## src/rtl/romseq_pkg.sv

```systemverilog
package romseq_pkg;
  typedef enum logic [2:0] {
    ST_IDLE   = 3'd0,
    ST_GAP    = 3'd1,
    ST_START  = 3'd2,
    ST_STROBE = 3'd3,
    ST_DONE   = 3'd4
  } seq_state_t;

  localparam int unsigned BYTES = 4;
  localparam int unsigned DW    = 8 * BYTES;
endpackage

```

## src/rtl/romseq_cfg.sv

```systemverilog
module romseq_cfg #(
  parameter int unsigned NCH = 2,
  parameter int unsigned WW  = 4,
  parameter int unsigned CHW = 1
) (
  input  logic                    clk,
  input  logic                    rst_n,
  input  logic                    rst_sn,
  input  logic                    boot_half,
  input  logic                    cfg_we,
  input  logic [CHW-1:0]          cfg_ch,
  input  logic [WW-1:0]           cfg_wait,
  input  logic                    cfg_half,
  output logic [NCH-1:0][WW-1:0]  wait_vec,
  output logic [NCH-1:0]          half_vec
);
  localparam logic [WW-1:0] WAIT_RST = '1;

  for (genvar c = 0; c < NCH; c++) begin : g_ch
    logic wr_en;
    assign wr_en = cfg_we && (cfg_ch == CHW'(c));

    logic [WW-1:0] wait_q, wait_d;
    always_comb begin
      wait_d = wait_q;
      if (wr_en) wait_d = cfg_wait;
    end
    always_ff @(posedge clk or negedge rst_n) begin
      if (!rst_n) wait_q <= WAIT_RST;
      else        wait_q <= wait_d;
    end
    assign wait_vec[c] = wait_q;

    if (c == 0) begin : g_strap
      logic half_q;
      always_ff @(posedge clk) begin
        if (!rst_sn) half_q <= boot_half;
      end
      assign half_vec[c] = half_q;

      a_r1_strap_hold: assert property (@(posedge clk) disable iff (!rst_sn)
        cfg_we && (cfg_ch == CHW'(0)) |=> $stable(half_q));
    end else begin : g_soft
      logic half_q, half_d;
      always_comb begin
        half_d = half_q;
        if (wr_en) half_d = cfg_half;
      end
      always_ff @(posedge clk or negedge rst_n) begin
        if (!rst_n) half_q <= 1'b0;
        else        half_q <= half_d;
      end
      assign half_vec[c] = half_q;
    end
  end
endmodule

```

## src/rtl/romseq_ctrl.sv

```systemverilog
module romseq_ctrl
  import romseq_pkg::*;
#(
  parameter int unsigned AW  = 24,
  parameter int unsigned NCH = 2,
  parameter int unsigned WW  = 4,
  parameter int unsigned CHW = 1
) (
  input  logic                   clk,
  input  logic                   rst_n,
  input  logic                   req_valid,
  input  logic [CHW-1:0]         req_ch,
  input  logic [AW-1:0]          req_addr,
  input  logic [BYTES-1:0]       req_be,
  input  logic                   req_ext,
  input  logic [NCH-1:0][WW-1:0] wait_vec,
  input  logic [NCH-1:0]         half_vec,
  output logic                   busy,
  output logic                   start,
  output logic                   cap_en,
  output logic                   cap_upper,
  output logic                   lat_half,
  output logic [BYTES-1:0]       lat_be,
  output logic                   done,
  output logic [AW-1:0]          mem_addr,
  output logic                   mem_addr_oe,
  output logic [NCH-1:0]         mem_ce_n,
  output logic                   mem_oe_n,
  output logic                   mem_swe_n,
  output logic                   mem_bstart_n
);
  seq_state_t st_q, st_d;
  logic [WW-1:0]    cnt_q, cnt_d, wait_q;
  logic [AW-1:0]    addr_q;
  logic [BYTES-1:0] be_q;
  logic [CHW-1:0]   ch_q;
  logic             half_q, ext_q, split_q, upper_q, upper_d;
  logic             lo_any, hi_any, sel_half, last_clk;

  assign lo_any   = |req_be[1:0];
  assign hi_any   = |req_be[3:2];
  assign sel_half = half_vec[req_ch];
  assign start    = (st_q == ST_IDLE) && req_valid;
  assign last_clk = (st_q == ST_STROBE) && (cnt_q == wait_q);

  always_comb begin
    st_d    = st_q;
    cnt_d   = cnt_q;
    upper_d = upper_q;
    unique case (st_q)
      ST_IDLE: begin
        if (req_valid) begin
          st_d    = req_ext ? ST_GAP : ST_START;
          upper_d = sel_half && !lo_any;
        end
      end
      ST_GAP:   st_d = ST_START;
      ST_START: begin
        st_d  = ST_STROBE;
        cnt_d = '0;
      end
      ST_STROBE: begin
        if (cnt_q == wait_q) begin
          if (split_q && !upper_q) begin
            st_d    = ST_START;
            upper_d = 1'b1;
          end else begin
            st_d = ST_DONE;
          end
        end else begin
          cnt_d = cnt_q + 1'b1;
        end
      end
      ST_DONE:  st_d = ST_IDLE;
      default:  st_d = ST_IDLE;
    endcase
  end

  always_ff @(posedge clk or negedge rst_n) begin
    if (!rst_n) begin
      st_q    <= ST_IDLE;
      cnt_q   <= '0;
      upper_q <= 1'b0;
    end else begin
      st_q    <= st_d;
      cnt_q   <= cnt_d;
      upper_q <= upper_d;
    end
  end

  always_ff @(posedge clk or negedge rst_n) begin
    if (!rst_n) begin
      addr_q  <= '0;
      be_q    <= '0;
      ch_q    <= '0;
      wait_q  <= '0;
      half_q  <= 1'b0;
      ext_q   <= 1'b0;
      split_q <= 1'b0;
    end else if (start) begin
      addr_q  <= req_addr;
      be_q    <= req_be;
      ch_q    <= req_ch;
      wait_q  <= wait_vec[req_ch];
      half_q  <= sel_half;
      ext_q   <= req_ext;
      split_q <= sel_half && lo_any && hi_any;
    end
  end

  logic on_bus;
  assign on_bus       = (st_q == ST_START) || (st_q == ST_STROBE);
  assign busy         = (st_q != ST_IDLE);
  assign done         = (st_q == ST_DONE);
  assign cap_en       = last_clk;
  assign cap_upper    = upper_q;
  assign lat_half     = half_q;
  assign lat_be       = be_q;
  assign mem_addr_oe  = on_bus;
  assign mem_addr     = !on_bus ? '0 :
                        half_q  ? {addr_q[AW-1:2], upper_q, 1'b0} :
                                  {addr_q[AW-1:2], 2'b00};
  assign mem_oe_n     = !(st_q == ST_STROBE);
  assign mem_bstart_n = !(st_q == ST_START);
  assign mem_swe_n    = 1'b1;

  for (genvar c = 0; c < NCH; c++) begin : g_ce
    assign mem_ce_n[c] = !(on_bus && (ch_q == CHW'(c)));
  end

  a_r6_oe_needs_one_ce: assert property (@(posedge clk) disable iff (!rst_n)
    !mem_oe_n |-> $onehot(~mem_ce_n));
  a_r6_ce_exclusive: assert property (@(posedge clk) disable iff (!rst_n)
    $onehot0(~mem_ce_n));
  a_r6_start_before_oe: assert property (@(posedge clk) disable iff (!rst_n)
    $fell(mem_oe_n) |-> $past(!mem_bstart_n));
  a_r7_quiet_gap: assert property (@(posedge clk) disable iff (!rst_n)
    $rose(busy) && ext_q |-> (!mem_addr_oe && mem_oe_n && mem_bstart_n && (&mem_ce_n)));
  a_r9_done_single: assert property (@(posedge clk) disable iff (!rst_n)
    done |=> !done && !busy);
  a_r3_second_half_upper: assert property (@(posedge clk) disable iff (!rst_n)
    done && split_q |-> cap_upper);
endmodule

```

## src/rtl/romseq_pack.sv

```systemverilog
module romseq_pack
  import romseq_pkg::*;
(
  input  logic             clk,
  input  logic             rst_n,
  input  logic             start,
  input  logic             cap_en,
  input  logic             cap_upper,
  input  logic             lat_half,
  input  logic [BYTES-1:0] lat_be,
  input  logic [DW-1:0]    mem_rdata,
  input  logic             done,
  output logic [DW-1:0]    rsp_data
);
  localparam int unsigned HW = DW / 2;

  logic [DW-1:0] buf_q, buf_d, mask;

  always_comb begin
    buf_d = buf_q;
    if (start) begin
      buf_d = '0;
    end else if (cap_en) begin
      if (!lat_half)      buf_d = mem_rdata;
      else if (cap_upper) buf_d[DW-1:HW] = mem_rdata[HW-1:0];
      else                buf_d[HW-1:0]  = mem_rdata[HW-1:0];
    end
  end

  always_ff @(posedge clk or negedge rst_n) begin
    if (!rst_n) buf_q <= '0;
    else        buf_q <= buf_d;
  end

  for (genvar b = 0; b < BYTES; b++) begin : g_mask
    assign mask[8*b +: 8] = {8{lat_be[b]}};
  end

  assign rsp_data = buf_q & mask;

  a_r8_capture_before_done: assert property (@(posedge clk) disable iff (!rst_n)
    done |-> $past(cap_en));
endmodule

```

## src/rtl/romseq_top.sv

```systemverilog
module romseq_top
  import romseq_pkg::*;
#(
  parameter int unsigned AW  = 24,
  parameter int unsigned NCH = 2,
  parameter int unsigned WW  = 4,
  localparam int unsigned CHW = (NCH > 1) ? $clog2(NCH) : 1
) (
  input  logic            clk,
  input  logic            rst_n,
  input  logic            boot_half,
  input  logic            cfg_we,
  input  logic [CHW-1:0]  cfg_ch,
  input  logic [WW-1:0]   cfg_wait,
  input  logic            cfg_half,
  input  logic            req_valid,
  input  logic [CHW-1:0]  req_ch,
  input  logic [AW-1:0]   req_addr,
  input  logic [3:0]      req_be,
  input  logic            req_ext,
  output logic            busy,
  output logic            rsp_done,
  output logic [31:0]     rsp_data,
  output logic [AW-1:0]   mem_addr,
  output logic            mem_addr_oe,
  output logic [NCH-1:0]  mem_ce_n,
  output logic            mem_oe_n,
  output logic            mem_swe_n,
  output logic            mem_bstart_n,
  input  logic [31:0]     mem_rdata
);
  logic [1:0] rst_pipe;
  logic       rst_sn;

  always_ff @(posedge clk or negedge rst_n) begin
    if (!rst_n) rst_pipe <= 2'b00;
    else        rst_pipe <= {rst_pipe[0], 1'b1};
  end
  assign rst_sn = rst_pipe[1];

  logic [NCH-1:0][WW-1:0] wait_vec;
  logic [NCH-1:0]         half_vec;
  logic                   start, cap_en, cap_upper, lat_half;
  logic [BYTES-1:0]       lat_be;

  romseq_cfg #(.NCH(NCH), .WW(WW), .CHW(CHW)) i_cfg (
    .clk(clk), .rst_n(rst_sn), .rst_sn(rst_sn), .boot_half(boot_half),
    .cfg_we(cfg_we), .cfg_ch(cfg_ch), .cfg_wait(cfg_wait), .cfg_half(cfg_half),
    .wait_vec(wait_vec), .half_vec(half_vec)
  );

  romseq_ctrl #(.AW(AW), .NCH(NCH), .WW(WW), .CHW(CHW)) i_ctrl (
    .clk(clk), .rst_n(rst_sn),
    .req_valid(req_valid), .req_ch(req_ch), .req_addr(req_addr),
    .req_be(req_be), .req_ext(req_ext),
    .wait_vec(wait_vec), .half_vec(half_vec),
    .busy(busy), .start(start), .cap_en(cap_en), .cap_upper(cap_upper),
    .lat_half(lat_half), .lat_be(lat_be), .done(rsp_done),
    .mem_addr(mem_addr), .mem_addr_oe(mem_addr_oe), .mem_ce_n(mem_ce_n),
    .mem_oe_n(mem_oe_n), .mem_swe_n(mem_swe_n), .mem_bstart_n(mem_bstart_n)
  );

  romseq_pack i_pack (
    .clk(clk), .rst_n(rst_sn), .start(start), .cap_en(cap_en),
    .cap_upper(cap_upper), .lat_half(lat_half), .lat_be(lat_be),
    .mem_rdata(mem_rdata), .done(rsp_done), .rsp_data(rsp_data)
  );
endmodule

```

## config.mk

```make
export PLATFORM = sky130hd
export DESIGN_NAME = romseq_top
export DESIGN_NICKNAME = d
export VERILOG_FILES = /design/src/rtl/romseq_pkg.sv /design/src/rtl/romseq_cfg.sv /design/src/rtl/romseq_ctrl.sv /design/src/rtl/romseq_pack.sv /design/src/rtl/romseq_top.sv
export SDC_FILE = /design/constraint.sdc
export NUM_CORES = 1
export LEC_CHECK = 0
export CORE_AREA = 2 2 94 96
export CTS_BUF_LIST = sky130_fd_sc_hd__clkbuf_16
export DETAILED_ROUTE_END_ITERATION = 16
export DIE_AREA = 0 0 96 98
export PLACE_DENSITY = 0.85
export SLEW_MARGIN = 20
export SYNTH_ARGS = -nofsm -noshare
export SYNTH_HDL_FRONTEND = slang
export SYNTH_SLANG_ARGS = --single-unit
```

## constraint.sdc

```tcl
create_clock -name clk -period 3.99 [get_ports clk]
set_input_delay 0.5985 -clock clk [delete_from_list [all_inputs] [get_ports clk]]
set_output_delay 0.5985 -clock clk [all_outputs]
set_load 0.005 [all_outputs]
```

==> results.sh <==
export IMPL_outcome="finished clean"
export IMPL_grt_usage_pct=21.9
export IMPL_cap_violations=0
export IMPL_crit_type="flip-flop to output pin"
export IMPL_io_buffer_count=132
export IMPL_hold_violations=0
export IMPL_tns_ns=0
export IMPL_pre_cts_ws_ns=1.34
export IMPL_final_cells=668
export IMPL_clock_sinks=85
export IMPL_rsz0062_at_grt="false"
export IMPL_layout_commonest_cell="clkdlybuf4s50_1"
export IMPL_antenna_found_initial=0
export IMPL_syn_area_per_cell_um2=9.54
export IMPL_ff2ff_setup_slack_ns=1.66
export IMPL_fp_row_count=34
export IMPL_place_area_mm2=0.00549
export IMPL_cp_slowest_stage_delay_ns=0.66
export IMPL_cts_buffers=9
export IMPL_initial_core_util_pct=48.7
export IMPL_crit_chain="nand2b_1 -> inv_1 -> and3_1 -> clkdlybuf4s50_1"
export IMPL_final_antenna_net_count=0
export IMPL_grt_max_degree=84
export IMPL_skew_ns=0.00668
export IMPL_crit_required_ns=3.39
export IMPL_powerDensity_mw_per_mm2=705
export IMPL_drive_above_1_share_pct=7.32
export IMPL_clk_latency_ns=0.33
export IMPL_cts_tree="yes"
export IMPL_maxSlewHeadroom_pct=29.2
export IMPL_synthDistinctLibCells=38
export IMPL_die_h_um=98
export IMPL_stdcell_area_mm2=0.00583
export IMPL_die_w_um=96
export IMPL_drtPass1Iterations=4
export IMPL_ctsHoldBuffers=0
export IMPL_ys_seq_area_share_pct=52.0
export IMPL_drtIter0Drc=141
export IMPL_place_congestion=0.809
export IMPL_finalCritPeriodShare_pct=75.1
export IMPL_setup_viol=0
export IMPL_rr_worst_depth=4
export IMPL_cts_buffer_depth=2
export IMPL_multi_input_area_mm2=0.00183
export IMPL_regArea_mm2=0.00215
export IMPL_cp_arrival_ns=2.40
export IMPL_hold_class="flip-flop to async pin"
export IMPL_clk_pin_slew_worst_paths_ns=0.06
export IMPL_cp_slowest_cell="inv_1"
export IMPL_critPathCaptureType="output pin"
export IMPL_core_area_mm2=0.00847
export IMPL_layout_min_cycle_time_ns=3.00
export IMPL_design_power_total_mw=4.11
export IMPL_antenna_cells=0
export IMPL_fmax_ghz=0.334
export IMPL_drc=0
export IMPL_area_growth_pct=41.4
export IMPL_wl_per_cell_um=15.2
export IMPL_via_count=3446
export IMPL_dp_hpwl_mm=7.04
export IMPL_finalHoldWorstSlack_ns=0.308
export IMPL_ios=137
export IMPL_final_net_count=629
export IMPL_dieArea_mm2=0.00941
export IMPL_ir_drop_mv=0.350
export IMPL_fillCellCount=644
export IMPL_r2r_start="i_ctrl.cnt_q[0]"
export IMPL_cp_start_kind="flip-flop"
export IMPL_ys_dominant_reg_cell="dfrtp_1"
export IMPL_synthArstFlopShare_pct=98.8
export IMPL_via_per_inst=5.16
export IMPL_syn_area_mm2=0.00412
export IMPL_clockRootBuffer="clkbuf_16"
export IMPL_routed_wirelength_mm=10.1
export IMPL_worst_slack_ns=0.994
export IMPL_post_route_util_pct=68.9
export IMPL_path_max_fanout=33
export IMPL_p_leak_nw=2.67
export IMPL_grt_pass1_wl_mm=16.4
export IMPL_postCtsSetupRepairBufs=0
export IMPL_grt_pass1_vias=3453
export IMPL_placed_cells=651
export IMPL_ys_ff_latch=85
export IMPL_ys_warn_count=0
export IMPL_cp_startpoint="i_ctrl.st_q[2]"
export IMPL_gr_total_overflow=0
export IMPL_synth_edf_count=1
export IMPL_reg2reg_to="i_pack.buf_q[25]"
export IMPL_syn_inst=432
export IMPL_worst_slew_pin_slew_ns=1.06
export IMPL_cts_resized=0
export IMPL_layout_common_cells="132 x clkdlybuf4s50_1, 101 x nand2_1, 75 x dfrtp_1"
export IMPL_slew_viol_final=0
export IMPL_htree_levels=3
==> final cells by class <==
class / count / area share, %
Multi-Input combinational cell: 316 / 31.4
Clock inverter: 7 / 1.55
Tap cell: 108 / 2.32
Inverter: 6 / 0.386
Sequential cell: 85 / 36.8
Clock buffer: 9 / 3.86
Timing Repair Buffer: 137 / 23.6
==> cells in the mapped netlist (3+ instances only) <==
cell	number	area [µm²]
mux2_2	9	101
mux2i_1	35	350
nor2_1	10	37.5
a211oi_1	3	22.5
xor2_1	4	35.0
buf_2	8	40.0
nor3_1	4	20.0
a21oi_1	28	140
nand2_1	101	379
dfrtp_1	76	1900
o21ai_0	13	65.1
inv_1	6	22.5
clkbuf_1	12	45.0
nor3b_1	4	30.0
dfstp_2	8	210
buf_4	4	30.0
o21ai_1	5	25.0
a31oi_1	3	18.8
and2_1	55	344
nand3_1	21	105
==> where the power goes <==
| part | switching (mW) | internal (mW) | total, mW |
|---|---|---|---|
| Clock | 0.336 | 0.545 | 0.881 |
| Sequential | 0.236 | 1.22 | 1.46 |
| Combinational | 0.839 | 0.934 | 1.77 |
==> state kept, by name, indices dropped and copies added, names as in the netlist, 2 cells and up <==
signal,cells
i_ctrl.addr_q,22
i_ctrl.lat_be,4
rst_pipe,2
i_ctrl.cnt_q,4
i_cfg.g_ch.wait_q,8
i_ctrl.wait_q,4
i_pack.buf_q,32
i_ctrl.st_q,3
==> critical path, delay by kind of cell, from the launching register on <==
kind	cells	cell delay [ns]
buffers and inverters	2	1.17
AND/OR/NAND/NOR	2	0.48
flip-flops	1	0.41
==> cell families (layout without fill, tap and decap cells) <==
logic type | after synthesis | in the layout | synth area share (%)
multiplexers | 44 | 44 | 11.0
adder cells (fa/ha/maj) | 1 | 1 | 0.303
AO/OA/AOI/OAI | 58 | 58 | 7.74
other | 2 | 3 | 0.182
XOR/XNOR | 4 | 4 | 0.850
buffers and inverters | 32 | 159 | 3.70
AND/OR/NAND/NOR | 206 | 206 | 24.3
flip-flops | 85 | 85 | 52.0
==> layer usage <==
layer | GRT usage, % | vias to the layer above | wire (µm)
li1 | - | 1675 | -
met1 | 28.4 | 1648 | 4370
met2 | 36.9 | 113 | 4980
met3 | 4.17 | 10 | 668
met4 | 6.81 | 0 | 102
met5 | 0 | - | 0
==> worst max path at each step <==
stage,end,slack (ns),depth (start not counted)
global placement,mem_addr[1],1.38,4
detailed placement,mem_addr[1],1.34,4
global route,mem_addr[1],0.81,4
CTS,mem_addr[1],0.97,4
finish,mem_addr[1],0.99,4
floorplan,i_cfg.g_ch[1].g_soft.half_q,1.47,0
No activity file was read; power rests on OpenSTA's default activity.
